==> config.mk <==
export PLATFORM = sky130hd
export DESIGN_NAME = uart_rx_holdfifo
export DESIGN_NICKNAME = d
export VERILOG_FILES = /design/src/rtl/uart_rx_holdfifo.sv
export SDC_FILE = /design/constraint.sdc
export NUM_CORES = 1
export LEC_CHECK = 0
export BUFFER_PORTS_ARGS = -buffer_cell sky130_fd_sc_hd__buf_2
export CORE_MARGIN = 3
export CORE_UTILIZATION = 40
export DETAILED_ROUTE_END_ITERATION = 16
export SLEW_MARGIN = 30
export SYNTH_ARGS = -nofsm -noshare
export SYNTH_HDL_FRONTEND = slang
export SYNTH_SLANG_ARGS = --single-unit
==> constraint.sdc <==
create_clock -name clk -period 4.9 [get_ports clk]
set_clock_uncertainty 0.15 [all_clocks]
set_input_delay 0.735 -clock clk [delete_from_list [all_inputs] [get_ports clk]]
set_output_delay 0.735 -clock clk [all_outputs]
set_load 0.01 [all_outputs]
==> src/rtl/uart_rx_holdfifo.sv <==
module uart_rx_holdfifo #(
  parameter int DEPTH = 3,
  parameter int DW    = 8
) (
  input  logic          clk,
  input  logic          rst_n,
  input  logic          push_valid,
  input  logic [DW-1:0] push_data,
  input  logic          push_pe,
  input  logic          push_fe,
  input  logic          push_brk,
  input  logic          pop,
  input  logic          block_mode,
  input  logic          irq_sel_full,
  input  logic          err_clear,
  output logic [DW-1:0] rd_data,
  output logic          rd_pe,
  output logic          rd_fe,
  output logic          rd_brk,
  output logic          ready,
  output logic          full,
  output logic          overrun,
  output logic          irq
);
  localparam int SW = 3;
  localparam int EW = DW + SW;
  localparam int PW = (DEPTH > 1) ? $clog2(DEPTH) : 1;
  localparam int CW = $clog2(DEPTH + 1);

  logic [EW-1:0] mem [DEPTH];
  logic [PW-1:0] hd, tl;
  logic [CW-1:0] cnt;
  logic [SW-1:0] acc;
  logic          ovr;

  function automatic logic [PW-1:0] nxt(input logic [PW-1:0] p);
    return (p == PW'(DEPTH - 1)) ? '0 : p + PW'(1);
  endfunction

  wire          nonempty = cnt != '0;
  wire          is_full  = cnt == CW'(DEPTH);
  wire          do_pop   = pop & nonempty;
  wire          do_push  = push_valid & (~is_full | do_pop);
  wire          reject   = push_valid & is_full & ~pop;
  wire [EW-1:0] head     = mem[hd];
  wire [SW-1:0] head_st  = nonempty ? head[EW-1:DW] : '0;
  wire [SW-1:0] shown    = block_mode ? (acc | head_st) : head_st;

  always_ff @(posedge clk) begin
    if (do_push) mem[tl] <= {push_brk, push_fe, push_pe, push_data};
  end

  always_ff @(posedge clk or negedge rst_n) begin
    if (!rst_n) begin
      hd  <= '0;
      tl  <= '0;
      cnt <= '0;
      acc <= '0;
      ovr <= 1'b0;
    end else begin
      if (do_push) tl <= nxt(tl);
      if (do_pop)  hd <= nxt(hd);
      case ({do_push, do_pop})
        2'b10:   cnt <= cnt + CW'(1);
        2'b01:   cnt <= cnt - CW'(1);
        default: cnt <= cnt;
      endcase
      acc <= err_clear ? '0 : (acc | head_st);
      if (reject)         ovr <= 1'b1;
      else if (err_clear) ovr <= 1'b0;
    end
  end

  assign rd_data = head[DW-1:0];
  assign {rd_brk, rd_fe, rd_pe} = shown;
  assign ready   = nonempty;
  assign full    = is_full;
  assign overrun = ovr;
  assign irq     = irq_sel_full ? is_full : nonempty;

  p_full_has_data_r4: assert property (@(posedge clk) disable iff (!rst_n)
    full |-> ready);
  p_reject_keeps_r5: assert property (@(posedge clk) disable iff (!rst_n)
    (push_valid && full && !pop) |=> (full && overrun));
  p_overrun_sticky_r5: assert property (@(posedge clk) disable iff (!rst_n)
    (overrun && !err_clear) |=> overrun);
  p_pushpop_level_r6: assert property (@(posedge clk) disable iff (!rst_n)
    (push_valid && pop && ready) |=> $stable(cnt));
  p_empty_pop_r7: assert property (@(posedge clk) disable iff (!rst_n)
    (!ready && pop && !push_valid) |=> !ready);
  p_char_empty_r8: assert property (@(posedge clk) disable iff (!rst_n)
    (!block_mode && !ready) |-> ({rd_brk, rd_fe, rd_pe} == 3'b000));
  p_clear_r10: assert property (@(posedge clk) disable iff (!rst_n)
    (err_clear && !(push_valid && full && !pop)) |=> (!overrun && acc == '0));
  p_clear_keeps_data_r10: assert property (@(posedge clk) disable iff (!rst_n)
    (err_clear && !pop && !push_valid) |=> $stable(cnt));
endmodule

==> Word level (Yosys, flattened, before mapping) <==
Memory sizes are Yosys's and may differ from the RTL's.
Cells that the tools add are included.
{ "totals": {"ramBits": 33, "word_cells": 37, "memories": 1, "in_bits": 18, "ff_bits": 10} }
{ "mem_list": {"columns": ["memory", "depth", "word_bits", "rd", "rd_ports_with_merged_regs", "wr", "line", "rtl"], "rows": [
  ["mem", 3, 11, 1, 0, 1, "30", "logic [EW-1:0] mem [DEPTH];"]
]} }
{ "op_classes": {"eq_ne": 5, "n_reduce_logical": 3, "addsub": 4, "mux": 11, "bitwise_logic": 8} }
{ "ops": {"columns": ["operator", "count"], "rows": [
  ["$mux W3", 3],
  ["$eq A2 B2 Y1 const B", 4],
  ["$add A2 B1 Y2 const B", 3],
  ["$reduce_bool A2 Y1", 3],
  ["$mux W1", 5],
  ["$and A1 B1 Y1", 4],
  ["$mux W2", 2],
  ["$pmux W2 S2", 1],
  ["$or A3 B3 Y3", 1],
  ["$eq A2 B1 Y1 const B", 1],
  ["$not A1 Y1", 2],
  ["$sub A2 B1 Y2 const B", 1],
  ["$or A1 B1 Y1", 1]
]} }

==> Logic depth before layout (Yosys ltp) <==
{ "logic_depth": {"depth_word": 6, "mapped_depth": 6, "mapped_depth_nobuf": 6} }

==> Worst setup path after synthesis <==
No wires, ideal clock.
{ "synth_path": {"path_kind": "input to register", "from": "in pop", "to": "mem mem[2][0] (netlist name) (enable)", "cell_stages": 2, "path_slack_ns": 2.652, "n_path_buf": 0, "arrival_ns": 1.702, "cell_sequence": "o21ai_4 nor3b_1"} }
{ "synth_between": {"elab_chain_len": 5} }
{ "synth_lines": {"columns": ["item", "line", "rtl"], "rows": [
  ["start: declaration", "12", "input logic pop,"],
  ["$and A1 B1 Y1", "42", "wire do_pop = pop & nonempty;"],
  ["$or A1 B1 Y1", "43", "wire do_push = push_valid & (~is_full | do_pop);"],
  ["$and A1 B1 Y1", "43", null],
  ["$mux W1", "50", "if (do_push) mem[tl] <= {push_brk, push_fe, push_pe, push_data};"],
  ["$mux W1 (not written as such)", "50", null],
  ["end: declaration", "30", null]
]} }
No other way between the ends.

==> Worst setup path after layout <==
{ "layout_path": {"from": "reg hd[0]", "to": "out rd_brk"} }
{ "layout_between": {"elab_chain_len": 4} }
{ "layout_lines": {"columns": ["item", "line", "rtl"], "rows": [
  ["start: declaration", "31", "logic [PW-1:0] hd, tl;"],
  ["start signal: assignment", "62", "if (do_pop) hd <= nxt(hd);"],
  ["$mem_v2 Z3 W11 *", null, null],
  ["$mux W3 *", "46", "wire [SW-1:0] head_st = nonempty ? head[EW-1:DW] : '0;"],
  ["$or A3 B3 Y3", "47", "wire [SW-1:0] shown = block_mode ? (acc | head_st) : head_st;"],
  ["$mux W3 *", "47", null],
  ["end: declaration", "19", "output logic rd_brk,"]
]} }
Mark *: on every way between the ends. The rest lies on a longest branch, timed or not.

==> summary.md <==
| Metric | Value |
|---|---|
| Fin Setup TNS | 0 ps |
| Yosys warning count | 0 |
| Clock latency at the later pin of the worst-skew pair | 280 ps |
| Slew Limit Headroom | 50.6% |
| Most frequent cell after synthesis | edfxtp_1 |
| Max cap viols | 0 |
| CTS H-tree depth | 2 |
| Sw Share | 34.0% |
| Setup ws final | 2140 ps |
| Setup slack at placement | 2430 ps |
| ANT nets after route | 0 |
| Largest net degree at the start of global routing | 26 |
| Switching power | 405 µW |
| Worst Path Required | 4010 ps |
| Post-Syn Area | 1740 µm² |
| Synth unique cells | 30 |
| Main area contributors after synthesis | edfxtp_1, dfrtp_1, mux2i_1, nand2_1, o21ai_0 |
| Clk pwr share | 18.6% |
| Vias per Instance | 4.89 |
| Via count | 1002 |
| First-pass GRT wire length | 4720 µm |
| Initial core utilization | 42.4% |
| # nets final | 173 |
| DP HPWL | 1910 µm |
| Synth Net Count | 138 |
| Seq pwr share | 49.3% |
| Final Setup Violations | 0 |
| Power Density | 579 nW/µm² |
| GRT Total Usage | 12.3% |
| Global route overflow | 0 |
| Fmax | 363 MHz |
| Logic pwr share | 32.1% |
| CP Capture Type | output pin |
| Cell row count | 23 |
| GP Congestion | 0.674 |
| Startpoint types | flop |
| Min cycle time layout | 2760 ps |
| Hold buffers post-CTS | 0 |
| TritonRoute pass-1 iters | 4 |
| RSZ-0062 raised after global routing | false |
| Leak | 0.829 nW |
| Buffers on Ports | 32 |
| Ratio of cells with drive above 1 in the final layout | 32.3% |
| Setup bufs post-CTS | 0 |
| CTS buffer count | 5 |
| CP Class | reg -> out |
| # clock sinks | 43 |
| Vias in the first global route | 997 |
| Core ar. | 4120 µm² |
| Slew at the pin with the worst max-slew slack | 742 ps |
| Ys async rst share | 23.3% |
| Avg WL per Cell | 14.0 µm |
| Top-area cell type share of the netlist area | 56.8% |
| Initial antenna violation count | 0 |
| DRT Wirelength | 2880 µm |
| Die X | 72.0 µm |
| Hold Vio Cnt, Final | 0 |
| Status | completed |
| N_diodes | 0 |
| DRT iter0 DRCs | 27 |
| Clk Tree Root Cell | clkbuf_8 |
| Final Max Tran Viols | 0 |
| Seq/Total Area, Yosys | 71.2% |
| Mapped Cells | 119 |
| Resized cells post-CTS | 0 |
| CTS tree | built |
| Commonest cells in the netlist | edfxtp_1, nand2_1, dfrtp_1 |
| Die H | 72.0 µm |
| Clock transition at the registers of the reported paths | 80 ps |
| #FFs+latches synth | 43 |
| CTS Buffer Depth | 2 |
| Post-synth EDFFs | 33 |
| Worst min-delay path category | in -> async |
| Internal power | 786 µW |
| Io pins | 33 |
| Tcrit/Tclk final | 56.3% |
| Worst-path fanout max | 14 |
| Area growth syn-to-layout | 18.0% |
| Worst Path Arrival | 1870 ps |
| Syn avg cell area | 14.7 µm² |
| Predominant post-synthesis flop cell | edfxtp_1 |
| DRC | 0 |
| Area leader, netlist | edfxtp_1 |
| Peak supply drop | 0.269 mV |
| Die Area | 5190 µm² |
## cell type report
type,count,area (µm²)
fillers,363,2060
clock inverters,1,3.75
inverters,8,30.0
repair buffers,32,160
clock buffers,7,86.3
multi-input cells,64,474
well taps,50,62.6
flip-flops and latches,43,1240
## cells in the final DEF, fill, tap and decap left out, drive strengths merged
cell type	netlist	routed
nor2	2	2
clkinv	0	1
clkbuf	1	7
nor2b	1	1
a21o	2	2
and2b	1	1
buf	3	32
inv	8	8
maj3	1	1
edfxtp	33	33
or2	1	1
nor3	2	2
nand2b	3	3
nand2	15	15
o21ai	10	10
o211ai	3	3
xnor2	2	2
dfrtp	10	10
nor3b	2	2
ha	1	1
xor2	1	1
a21oi	3	3
mux2	5	5
o32ai	1	1
mux2i	8	8
## worst max-delay path, stage by stage (launching register included)
cell and delay (ps):
dfrtp_1 760, mux2_2 400, o211ai_1 210, nand2_1 70, buf_2 140
## kinds of logic (layout without fill, tap and decap cells)
logic type / after synthesis / in the layout / share of synthesized area, %
multiplexers: 13 / 13 / 8.25
buffers and inverters: 12 / 48 / 2.94
flip-flops: 43 / 43 / 71.2
adder cells (fa/ha/maj): 2 / 2 / 1.29
AND/OR/NAND/NOR: 27 / 27 / 7.53
XOR/XNOR: 3 / 3 / 1.51
AO/OA/AOI/OAI: 19 / 19 / 7.32
## stage by stage
stage               hold slack (ps)  util (%)  cells  power (mW)  cell area (µm²)
floorplan                       289         -    119       0.834             1740
finish                          144      50.0    205        1.19             2060
detailed placement              361      47.5    197       0.976             1960
CTS                             146      49.7    205        1.20             2050
global placement                351      47.5    197       0.962             1960
global route                    142      50.0    205        1.27             2060
## worst paths after layout
kind                            startpoint         to  slack [ps]  cells past startpoint
worst min-delay path                 rst_n     acc[0]         140                      1
max in group asynchronous            rst_n      hd[0]        4270                      1
worst min register to register      acc[1]     acc[1]         370                      2
min in group clk                    acc[1]     acc[1]         370                      2
worst max-delay path                 hd[0]     rd_brk        2140                      4
worst max register to register      cnt[0]  mem[2][1]        3100                      3
## per-layer routing
metal | up-vias | track usage, % | share of wire (%)
li1 | 498 | - | -
met1 | 464 | 14.6 | 44
met2 | 34 | 19.8 | 48
met3 | 6 | 4.99 | 7.0
met4 | 0 | 5.01 | 1.6
met5 | - | 0 | 0
## state kept, by name, indices dropped and copies added (netlist names)
signal / count
mem: 33
acc: 3
cnt: 2
hd: 2
tl: 2
overrun: 1
## power groups by stage
stage | sequential (mW) | clock [mW] | combinational [mW]
5_1_grt | 0.605 | 0.243 | 0.424
3_5_place_dp | 0.593 | 0 | 0.383
3_3_place_gp | 0.588 | 0 | 0.374
6_report | 0.588 | 0.221 | 0.382
2_1_floorplan | 0.536 | 0 | 0.298
4_1_cts | 0.586 | 0.230 | 0.386
(Power assumes the default switching activity.)
